===== src/rtl/qptr_pkg.sv =====
// Package: shared constants and the register selector type for the queue
// pointer controller. Assumes a 20-bit byte address and a 32-bit data bus.
package qptr_pkg;

    localparam int ADDR_W    = 20;
    localparam int DATA_W    = 32;
    localparam int WIN_BITS  = 11;   // 0x800-byte window per queue
    localparam int QNUM_BITS = 8;    // up to 256 queues
    localparam int REGION_BIT = 19;  // queue area starts at 0x80000

    localparam logic [WIN_BITS-1:0] OFF_ADD_RD  = 11'h000;
    localparam logic [WIN_BITS-1:0] OFF_ADD_WR  = 11'h004;
    localparam logic [WIN_BITS-1:0] OFF_STAT_RD = 11'h008;
    localparam logic [WIN_BITS-1:0] OFF_STAT_WR = 11'h00C;
    localparam logic [WIN_BITS-1:0] OFF_SIZE    = 11'h010;
    localparam logic [WIN_BITS-1:0] OFF_CLR     = 11'h014;

    typedef enum logic [2:0] {
        SEL_NONE,
        SEL_ADD_RD,
        SEL_ADD_WR,
        SEL_STAT_RD,
        SEL_STAT_WR,
        SEL_SIZE,
        SEL_CLR
    } qreg_e;

endpackage


===== src/rtl/qptr_decode.sv =====
// Module: address decoder. Splits a bus address into queue number and
// register selector, and flags whether the queue exists.
// Assumes: exact offset match, so unaligned offsets decode to SEL_NONE.
module qptr_decode
    import qptr_pkg::*;
#(
    parameter int NUM_Q  = 8,
    parameter int QSEL_W = 3
) (
    input  logic [ADDR_W-1:0] addr,
    output logic              hit,
    output logic [QSEL_W-1:0] qsel,
    output qreg_e             rsel
);

    logic [QNUM_BITS-1:0] qnum;
    logic [WIN_BITS-1:0]  off;

    assign qnum = addr[WIN_BITS +: QNUM_BITS];
    assign off  = addr[WIN_BITS-1:0];
    assign qsel = qnum[QSEL_W-1:0];

    // Queue exists when the region bit is set and the number is in range.
    always_comb begin
        hit = addr[REGION_BIT] && ({1'b0, qnum} < (QNUM_BITS+1)'(NUM_Q));
    end

    // Map the in-window offset to a register selector.
    always_comb begin
        case (off)
            OFF_ADD_RD:  rsel = SEL_ADD_RD;
            OFF_ADD_WR:  rsel = SEL_ADD_WR;
            OFF_STAT_RD: rsel = SEL_STAT_RD;
            OFF_STAT_WR: rsel = SEL_STAT_WR;
            OFF_SIZE:    rsel = SEL_SIZE;
            OFF_CLR:     rsel = SEL_CLR;
            default:     rsel = SEL_NONE;
        endcase
    end

endmodule


===== src/rtl/qptr_slot.sv =====
// Module: state of one queue. Holds the read and write pointers, the size
// code, the in-flight count and the two sticky flags.
// Assumes: at most one of the write strobes is active in a cycle.
module qptr_slot #(
    parameter int PTR_W   = 18,
    parameter int INC_W   = 6,
    parameter int SZ_W    = 5,
    parameter int DEF_LOG = 8
) (
    input  logic             clk,
    input  logic             rst_n,
    input  logic             add_rd,
    input  logic             add_wr,
    input  logic             size_wr,
    input  logic             clr_wr,
    input  logic [INC_W-1:0] inc,
    input  logic [SZ_W-1:0]  size_in,
    input  logic             clr_bit,
    output logic [PTR_W-1:0] rd_ptr,
    output logic [PTR_W-1:0] wr_ptr,
    output logic [SZ_W-1:0]  size_log,
    output logic             ovf,
    output logic             udf
);

    localparam int FILL_W = PTR_W + 1;

    logic [FILL_W-1:0] fill_q;
    logic [FILL_W-1:0] cap;
    logic [FILL_W-1:0] inc_f;
    logic [FILL_W-1:0] fill_sum;
    logic [PTR_W-1:0]  inc_p;
    logic [PTR_W-1:0]  mask;
    logic [SZ_W-1:0]   size_clamped;

    // Derive capacity, wrap mask and widened increments from the size code.
    always_comb begin
        mask         = ~({PTR_W{1'b1}} << size_log);
        cap          = {{PTR_W{1'b0}}, 1'b1} << size_log;
        inc_f        = FILL_W'(inc);
        inc_p        = PTR_W'(inc);
        fill_sum     = fill_q + inc_f;
        size_clamped = (size_in > SZ_W'(PTR_W)) ? SZ_W'(PTR_W) : size_in;
    end

    // Apply the single bus operation that targets this queue.
    always_ff @(posedge clk) begin
        if (!rst_n) begin
            rd_ptr   <= '0;
            wr_ptr   <= '0;
            fill_q   <= '0;
            size_log <= SZ_W'(DEF_LOG);
            ovf      <= 1'b0;
            udf      <= 1'b0;
        end else if (size_wr) begin
            size_log <= size_clamped;
            rd_ptr   <= '0;
            wr_ptr   <= '0;
            fill_q   <= '0;
        end else if (add_wr) begin
            wr_ptr <= (wr_ptr + inc_p) & mask;
            if (fill_sum > cap) begin
                ovf    <= 1'b1;
                fill_q <= cap;
            end else begin
                fill_q <= fill_sum;
            end
        end else if (add_rd) begin
            rd_ptr <= (rd_ptr + inc_p) & mask;
            if (inc_f > fill_q) begin
                udf    <= 1'b1;
                fill_q <= '0;
            end else begin
                fill_q <= fill_q - inc_f;
            end
        end else if (clr_wr && clr_bit) begin
            ovf <= 1'b0;
            udf <= 1'b0;
        end
    end

    AST_PTR_IN_RANGE: assert property (@(posedge clk) disable iff (!rst_n)
        ((rd_ptr & ~mask) == '0) && ((wr_ptr & ~mask) == '0));
    AST_ZERO_INC_HOLDS: assert property (@(posedge clk) disable iff (!rst_n)
        (add_wr && inc == '0) |=> $stable(wr_ptr));
    AST_SIZE_ZEROES: assert property (@(posedge clk) disable iff (!rst_n)
        size_wr |=> (rd_ptr == '0 && wr_ptr == '0));
    AST_OVF_STICKY: assert property (@(posedge clk) disable iff (!rst_n)
        (ovf && !(clr_wr && clr_bit) && !size_wr) |=> ovf);
    AST_UDF_STICKY: assert property (@(posedge clk) disable iff (!rst_n)
        (udf && !(clr_wr && clr_bit) && !size_wr) |=> udf);
    AST_OVF_ON_WRITE: assert property (@(posedge clk) disable iff (!rst_n)
        $rose(ovf) |-> $past(add_wr));
    AST_FILL_BOUND: assert property (@(posedge clk) disable iff (!rst_n)
        fill_q <= cap);

endmodule


===== src/rtl/qptr_rdmux.sv =====
// Module: read data selector. Forms the word for the addressed register.
// Write-only, undefined and unmapped registers produce zero.
// Assumes: PTR_W is at most 30, so the flags fit in bits 31:30.
module qptr_rdmux
    import qptr_pkg::*;
#(
    parameter int NUM_Q  = 8,
    parameter int QSEL_W = 3,
    parameter int PTR_W  = 18,
    parameter int SZ_W   = 5
) (
    input  logic                        hit,
    input  logic [QSEL_W-1:0]           qsel,
    input  qreg_e                       rsel,
    input  logic [NUM_Q-1:0][PTR_W-1:0] rd_ptrs,
    input  logic [NUM_Q-1:0][PTR_W-1:0] wr_ptrs,
    input  logic [NUM_Q-1:0][SZ_W-1:0]  sizes,
    input  logic [NUM_Q-1:0]            ovfs,
    input  logic [NUM_Q-1:0]            udfs,
    output logic [DATA_W-1:0]           word
);

    localparam int PAD_W = DATA_W - 2 - PTR_W;

    // Select and format the register word for the addressed queue.
    always_comb begin
        word = '0;
        if (hit) begin
            case (rsel)
                SEL_STAT_RD: word = {ovfs[qsel], udfs[qsel], {PAD_W{1'b0}}, rd_ptrs[qsel]};
                SEL_STAT_WR: word = DATA_W'(wr_ptrs[qsel]);
                SEL_SIZE:    word = DATA_W'(sizes[qsel]);
                default:     word = '0;
            endcase
        end
    end

endmodule


===== src/rtl/qptr_ctrl.sv =====
// Module: top of the queue pointer controller. Decodes bus accesses,
// steers write strobes to one queue slot and registers read data.
// Assumes: the host issues at most one write per cycle; a read in the same
// cycle as a write sees the state from before that write.
module qptr_ctrl
    import qptr_pkg::*;
#(
    parameter int NUM_Q   = 8,
    parameter int PTR_W   = 18,
    parameter int INC_W   = 6,
    parameter int DEF_LOG = 8
) (
    input  logic              clk,
    input  logic              rst_n,
    input  logic [19:0]       bus_addr,
    input  logic [31:0]       bus_wdata,
    input  logic              bus_we,
    input  logic              bus_re,
    output logic [31:0]       bus_rdata
);

    localparam int QSEL_W = (NUM_Q > 1) ? $clog2(NUM_Q) : 1;
    localparam int SZ_W   = $clog2(PTR_W + 1);

    logic              hit;
    logic [QSEL_W-1:0] qsel;
    qreg_e             rsel;
    logic [DATA_W-1:0] rd_word;
    logic              wdata_unused;

    logic [NUM_Q-1:0][PTR_W-1:0] rd_ptrs;
    logic [NUM_Q-1:0][PTR_W-1:0] wr_ptrs;
    logic [NUM_Q-1:0][SZ_W-1:0]  sizes;
    logic [NUM_Q-1:0]            ovfs;
    logic [NUM_Q-1:0]            udfs;

    assign wdata_unused = ^bus_wdata[DATA_W-1:INC_W];

    qptr_decode #(.NUM_Q(NUM_Q), .QSEL_W(QSEL_W)) u_dec (
        .addr (bus_addr),
        .hit  (hit),
        .qsel (qsel),
        .rsel (rsel)
    );

    for (genvar g = 0; g < NUM_Q; g++) begin : g_slot
        logic sel_me;
        assign sel_me = bus_we && hit && (qsel == QSEL_W'(g));

        qptr_slot #(.PTR_W(PTR_W), .INC_W(INC_W), .SZ_W(SZ_W), .DEF_LOG(DEF_LOG)) u_slot (
            .clk      (clk),
            .rst_n    (rst_n),
            .add_rd   (sel_me && rsel == SEL_ADD_RD),
            .add_wr   (sel_me && rsel == SEL_ADD_WR),
            .size_wr  (sel_me && rsel == SEL_SIZE),
            .clr_wr   (sel_me && rsel == SEL_CLR),
            .inc      (bus_wdata[INC_W-1:0]),
            .size_in  (bus_wdata[SZ_W-1:0]),
            .clr_bit  (bus_wdata[0]),
            .rd_ptr   (rd_ptrs[g]),
            .wr_ptr   (wr_ptrs[g]),
            .size_log (sizes[g]),
            .ovf      (ovfs[g]),
            .udf      (udfs[g])
        );
    end

    qptr_rdmux #(.NUM_Q(NUM_Q), .QSEL_W(QSEL_W), .PTR_W(PTR_W), .SZ_W(SZ_W)) u_mux (
        .hit     (hit),
        .qsel    (qsel),
        .rsel    (rsel),
        .rd_ptrs (rd_ptrs),
        .wr_ptrs (wr_ptrs),
        .sizes   (sizes),
        .ovfs    (ovfs),
        .udfs    (udfs),
        .word    (rd_word)
    );

    // Register read data; idle cycles return zero.
    always_ff @(posedge clk) begin
        if (!rst_n) begin
            bus_rdata <= '0;
        end else begin
            bus_rdata <= bus_re ? rd_word : '0;
        end
    end

    AST_RDATA_IDLE: assert property (@(posedge clk) disable iff (!rst_n)
        !bus_re |=> (bus_rdata == '0));
    AST_UNMAPPED_READ: assert property (@(posedge clk) disable iff (!rst_n)
        (bus_re && !hit) |=> (bus_rdata == '0));

endmodule


===== config.mk =====
export PLATFORM = sky130hd
export DESIGN_NAME = qptr_ctrl
export DESIGN_NICKNAME = d
export VERILOG_FILES = /design/src/rtl/qptr_pkg.sv /design/src/rtl/qptr_decode.sv /design/src/rtl/qptr_slot.sv /design/src/rtl/qptr_rdmux.sv /design/src/rtl/qptr_ctrl.sv
export SDC_FILE = /design/constraint.sdc
export NUM_CORES = 2
export LEC_CHECK = 0
export ABC_CLOCK_PERIOD_IN_PS = 12050
export BUFFER_PORTS_ARGS = -buffer_cell sky130_fd_sc_hd__buf_2
export CAP_MARGIN = 20
export CORE_MARGIN = 4
export CORE_UTILIZATION = 40
export CTS_CLUSTER_DIAMETER = 60
export DETAILED_ROUTE_END_ITERATION = 6
export PLACE_DENSITY = 0.64
export SLEW_MARGIN = 20
export SYNTH_ARGS = -nofsm -noshare
export SYNTH_HDL_FRONTEND = slang
export SYNTH_SLANG_ARGS = --single-unit

===== constraint.sdc =====
create_clock -name clk -period 12.05 [get_ports clk]
set_input_delay 0.6025 -clock clk [delete_from_list [all_inputs] [get_ports clk]]
set_output_delay 0.6025 -clock clk [all_outputs]
set_load 0.01 [all_outputs]

=== Word-level counts from Yosys, hierarchy flattened ===
Cells that the tools add are included.

* Flip-flop bits (word level): 528
* Bits of input ports: 56
* Output and inout port bits: 32
* Word-level logic and storage cells: 401

* Add/sub/neg operators: 32
* Order comparisons: 19
* Equality and inequality tests: 42
* Shift-type cells: 16
* Multiplexer cells: 93
* Bitwise gates (word level): 41
* Reductions and logical operators: 109

{| class="wikitable"
|+ Operators with widths
! kind !! number
|-
| two-way mux 19 bit || 32
|-
| adder 18 x 6 -> 18 bit || 16
|-
| bitwise AND 18 bit || 16
|-
| adder 19 x 6 -> 19 bit || 8
|-
| > comparator 19 bit || 8
|-
| > comparator 6 x 19 -> 1 bit || 8
|-
| << shifter 1 x 5 -> 19 bit (first input constant) || 8
|-
| subtractor 19 x 6 -> 19 bit || 8
|-
| inverter 18 bit || 8
|-
| << shifter 18 x 5 -> 18 bit (first input constant) || 8
|-
| binary-select mux 18 bit (select 3 bit) || 2
|-
| case mux 32 bit (3 select lines) || 1
|-
| AND reduction 4 bit || 16
|-
| logical AND 1 bit || 50
|-
| two-way mux 1 bit || 50
|-
| != test 2 bit (second input constant) || 24
|-
| nonzero test 2 bit || 24
|-
| two-way mux 18 bit || 2
|-
| equality test 11 x 4 -> 1 bit (second input constant) || 2
|-
| equality test 11 x 5 -> 1 bit (second input constant) || 2
|-
| equality test 3 bit (second input constant) || 7
|-
| case mux 3 bit (6 select lines) || 1
|-
| inverter 1 bit || 17
|-
| AND reduction 2 bit || 8
|-
| other kinds (13) || 26
|}

=== Logic depth before layout (Yosys ltp) ===
* Depth after elaboration: 9
* Gate-level depth with buffers: 20
* Mapped depth without buffers: 17

=== By module ===
From an unflattened synthesis, not the netlist that was laid out.

* Cells, all modules: 5775
* Area total of the unflattened synthesis: 46223.1 um^2

{| class="wikitable"
|+ Modules (own cells, without submodules)
! module !! instances !! cells an instance !! area each (um^2) !! seq. area each (um^2)
|-
| qptr_slot (g_slot[2].u_slot ...) || 3 || 653 || 5142.4 || 1241.2
|-
| qptr_slot (g_slot[1].u_slot) || 1 || 733 || 5585.4 || 1241.2
|-
| qptr_slot (g_slot[6].u_slot) || 1 || 703 || 5447.7 || 1241.2
|-
| qptr_slot (g_slot[5].u_slot) || 1 || 682 || 5325.1 || 1241.2
|-
| qptr_slot (g_slot[7].u_slot) || 1 || 690 || 5238.8 || 1241.2
|-
| qptr_slot (g_slot[0].u_slot) || 1 || 642 || 5017.3 || 1241.2
|-
| qptr_rdmux || 1 || 234 || 2912.8 || 0.0
|-
| qptr_ctrl || 1 || 118 || 1153.6 || 640.6
|-
| qptr_decode || 1 || 14 || 115.1 || 0.0
|}

=== Least setup slack after synthesis ===
Ideal clock, no wire load.

* Path kind: input to register
* Start: input bus_wdata[1]
* End: register g_slot[6].u_slot.fill_q[0]
* Library setup time: 0.128 ns
* Arrival time: 5.315 ns
* Data required time: 11.922 ns
* Slack: 6.608 ns
* Stages: 19
* Path buffers: 2
* Path through: inv_1 -> ha_1 -> nand2b_1 -> a221oi_1 -> o2111ai_1 -> inv_1 -> nand3_1 -> xnor2_1 -> ha_1 -> nand4_1 -> a211oi_1 -> a2111oi_0 -> o21ai_1 -> and2_1 -> clkbuf_1 -> clkbuf_1 -> o21ai_0 -> a221oi_1 -> nor2_1

* Cells in the longest elaborated chain, start to end: 4
* Elaborated cells on any way between the ends: 7
* Classes of those cells: 1 x add/sub; 2 x order compare; 4 x mux

{| class="wikitable"
|+ RTL lines
! what !! RTL line !! text
|-
| start, declared || qptr_ctrl.sv:16 || <nowiki>input logic [31:0] bus_wdata,</nowiki>
|-
| adder 19 x 6 -> 19 bit / > comparator 6 x 19 -> 1 bit (equally long branches) || qptr_slot.sv:42, qptr_slot.sv:70 ||
|-
| > comparator 19 bit / two-way mux 19 bit (equally long branches) || qptr_slot.sv:62, qptr_slot.sv:70 ||
|-
| two-way mux 19 bit, on equally long branches || qptr_slot.sv:62, qptr_slot.sv:68 ||
|-
| two-way mux 19 bit (*) || qptr_slot.sv:60 || <nowiki>end else if (add_wr) begin</nowiki>
|-
| end signal, assigned || qptr_slot.sv:64 || <nowiki>fill_q <= cap;</nowiki>
|-
| end signal, assigned || qptr_slot.sv:66 || <nowiki>fill_q <= fill_sum;</nowiki>
|-
| end signal, assigned || qptr_slot.sv:74 || <nowiki>fill_q <= fill_q - inc_f;</nowiki>
|-
| end, declared || qptr_slot.sv:28 || <nowiki>logic [FILL_W-1:0] fill_q;</nowiki>
|}

Mark *: on every way between the ends. The rest lies on a longest branch, timed or not. The select of a mux whose other input is x is not followed.
A chain may end at the register's enable or synchronous reset.

=== Worst setup path after layout ===
* Start: input bus_wdata[1]
* End: register g_slot[7].u_slot.fill_q[10]

* Cells in the longest elaborated chain, start to end: 4
* Elaborated cells on any way between the ends: 8
* Classes of those cells: 2 x add/sub; 2 x order compare; 4 x mux

{| class="wikitable"
|+ RTL lines
! what !! RTL line !! text
|-
| adder 19 x 6 -> 19 bit (tied with other cells) || qptr_slot.sv:42 || <nowiki>fill_sum = fill_q + inc_f;</nowiki>
|-
| > comparator 19 bit / two-way mux 19 bit (equally long branches) || qptr_slot.sv:62, qptr_slot.sv:70 ||
|-
| two-way mux 19 bit, on equally long branches || qptr_slot.sv:62, qptr_slot.sv:68 ||
|-
| two-way mux 19 bit (*) || qptr_slot.sv:60 ||
|-
| end signal, assigned || qptr_slot.sv:64 ||
|-
| end signal, assigned || qptr_slot.sv:66 ||
|-
| end signal, assigned || qptr_slot.sv:74 ||
|-
| end, declared || qptr_slot.sv:28 ||
|}

Marks and branches as above.

==> out/qor.csv <==
stage,metric,value,unit
drt,via_per_inst,6.279,
drt,postRouteAntennaNets,0,
timing,rsz0062_at_grt,false,
cts,htreeDepth,3,
logic_synthesis,synth-edff-count,0,
placed_design,dp_slack,5.317,ns
drt,drcViolationCount,0,
timing,fin_crit,5.975,ns
floorplanning,rows,120,
setup_path,r2r.worst_path.cells,16,
timing,finalHoldViolations,0,
power_and_ir_drop,power,4.297,mW
layout,fin_nets,5961,
cts,clock-root-buffer,clkbuf_16,
timing,relSlewSlack,24.76,%
cts,cts_tree,yes,
hold_path,worstHoldPathType,input pin to flop,
timing,setup_viol,0,
setup_path,r2r-end,g_slot[2].u_slot.fill_q[4]$_SDFFE_PP0P_,
flow_run,maxCapViolCount,0,
logic_synthesis,ys_top_cells_by_count,"543 x nor2_1, 516 x dfxtp_1, 515 x nand2_1",
cts,ctsResizeCount,0,
logic_synthesis,yosysSeqAreaShare,23.69,%
placed_design,portBuffers,49,
outcome,status,completed,
cts,hold_buffers,0,
power_and_ir_drop,power_density,90.55,nW/µm²
setup_path,worstPathArrival,6.43,ns
setup_path,r2r-start,g_slot[2].u_slot.fill_q[0]$_SDFFE_PP0P_,
drt,drtIter0Drc,5057,
floorplanning,pin_count,88,
timing,post-route-period-util,49.59,%
hold_path,hold_path.startpoint,bus_re,
logic_synthesis,synth_top_area_share,23.69,%
floorplanning,die_height,338.2,µm
cts,cts_sinks,516,
global_route,grt_max_degree,56,
global_route,grt_use_total,26.38,%
setup_path,endpoint_kind,flop,
cts,clockBufferDepth,3,
setup_path,rrSetupSlack,7.08,ns
logic_synthesis,synth_area_leaders,"dfxtp_1 24%, ha_1 9.9%, a21oi_1 5.8%, nor2_1 4.7%, mux4_2 4.4%",
logic_synthesis,yosys.cell_count.top_type,nor2_1,
logic_synthesis,synthCells,5675,
floorplanning,die_area,114400,µm²
timing,clock.fmax,0.1674,GHz
drt,wl_per_cell,22.64,µm
setup_path,startpoint_type,input pin,
timing,slew_viol_final,0,
logic_synthesis,synth.cell_area,43600,µm²
setup_path,path_max_fanout,22,
logic_synthesis,ys.flop_type,dfxtp_1,
placed_design,hpwl,114900,µm
logic_synthesis,avgSynthCellArea,7.683,µm²
placed_design,gp_congestion,0.9581,
layout,layout-drive-gt1-share,7.914,%
hold_path,holdPathStages,3,
drt,vias,43917,
setup_path,worst_ep_required_time,12.50,ns
timing,skew,0.03601,ns
drt,dr.pass1.iters,6,
global_route,grt_pass1_vias,40009,
timing,tightest_slew,1.124,ns
logic_synthesis,ys_seq_elements,516,
logic_synthesis,ys_types,98,
placed_design,placed_area,44840,µm²
floorplanning,core_area,107700,µm²
global_route,antenna_found_initial,14,
power_and_ir_drop,p_leak,17.49,nW
floorplanning,die_w,338.2,µm
timing,hold_slack,0.4523,ns
power_and_ir_drop,peakVddDrop,86.12,µV
logic_synthesis,synth_top_area_cell,dfxtp_1,
hold_path,min_to,bus_rdata[30]$_SDFF_PN0_,
cts,postCtsSetupRepairBufs,0,
drt,drt_wl_total,158300,µm
layout,fin_area,47450,µm²
layout,area_growth,8.824,%
timing,fin_setup_tns,0,ns
global_route,grt_pass1_wl,239900,µm
floorplanning,start_util,40.50,%
logic_synthesis,ys_warn_count,0,
setup_path,worstSetupPathType,input pin to flop,
cts,clock_latency,0.65,ns
global_route,grt_overflow_total,0,
cts,clk_pin_slew,0.06,ns
timing,setup_ws,6.075,ns
logic_synthesis,async_flop_share,0,%
cts,cts_made_buffers,76,
state kept, by name, summed over array words and instances (netlist names):
signal / count
g_slot.u_slot.ovf: 8
g_slot.u_slot.udf: 8
g_slot.u_slot.rd_ptr: 144
g_slot.u_slot.fill_q: 152
g_slot.u_slot.wr_ptr: 144
bus_rdata: 20
g_slot.u_slot.size_log: 40
through the flow:
step	std cells	utilization [%]
4_1_cts	6988	44.05
5_1_grt	6988	44.06
3_5_place_dp	6854	41.66
6_report	6994	44.08
2_1_floorplan	5686	-
3_3_place_gp	6854	41.65
per-layer routing:
metal | GRT usage (%) | vias up | wire length (µm)
li1 | - | 20540 | -
met1 | 36.53 | 20907 | 67640
met2 | 39.66 | 2100 | 67340
met3 | 5.114 | 364 | 16020
met4 | 12.01 | 6 | 7306
met5 | 0 | - | 36
worst max-delay path: stages:
cell and delay (ns):
buf_2 0.49, clkinv_2 0.59, buf_4 0.51, ha_1 0.39, nor2b_1 0.18, o311ai_0 0.20
a21oi_1 0.49, nand3_1 0.17, xnor2_1 0.18, ha_1 0.30, nand3_1 0.11, nor3_1 0.34
nor2_1 0.09, o22ai_1 0.54, and2_1 0.68, a21oi_1 0.21, a211oi_1 0.27, a211oi_1 0.07
final cells by class:
type                    instances  area [µm²]
diodes                          6       15.01
repair buffers                128       847.1
fillers                     10700       60200
clock buffers                  94        2093
clock inverters                40       488.0
inverters                     192       721.9
multi-input cells            4615       31200
flip-flops and latches        516       10330
well taps                    1403        1755
cell usage in the layout, fill, tap and decap left out, types with 81 or more instances in the layout:
cell / netlist / routed
nand3_1: 259 / 259
ha_1: 344 / 344
xnor2_1: 194 / 194
a21oi_1: 504 / 504
a31oi_1: 82 / 81
o21ai_0: 325 / 324
xor2_1: 83 / 83
dfxtp_1: 516 / 516
a211oi_1: 136 / 136
mux4_2: 86 / 86
inv_1: 192 / 190
nor3_1: 246 / 246
nor2_1: 543 / 541
nand2_1: 515 / 511
worst max-delay path by stage:
stage                            start                                        to  depth (start not counted)
after global placement    bus_wdata[1]   g_slot[5].u_slot.fill_q[8]$_SDFFE_PP0P_                         18
after floorplan           bus_wdata[1]   g_slot[6].u_slot.fill_q[0]$_SDFFE_PP0P_                         19
after detailed placement  bus_wdata[1]   g_slot[5].u_slot.fill_q[8]$_SDFFE_PP0P_                         18
after CTS                 bus_wdata[1]   g_slot[5].u_slot.fill_q[8]$_SDFFE_PP0P_                         18
final                     bus_wdata[1]  g_slot[7].u_slot.fill_q[10]$_SDFFE_PP0P_                         18
after global routing      bus_wdata[1]  g_slot[7].u_slot.fill_q[10]$_SDFFE_PP0P_                         19
power breakdown:
group / total, mW / internal [mW] / switching [mW]
Clock: 2.33 / 1.42 / 0.916
Combinational: 0.258 / 0.0805 / 0.178
Sequential: 1.71 / 1.71 / 0.00000116
kinds of logic after synthesis:
kind of cell    Yosys count  synth area share [%]
simple gates           2235                 25.73
compound gates         1544                 22.21
buf+inv                 555                 5.039
flops                   516                 23.69
fa+ha+maj               376                 11.34
xor+xnor                277                 5.564
mux                     171                 6.411
other cells               1              0.008601
No activity file was read; power rests on OpenSTA's default activity.
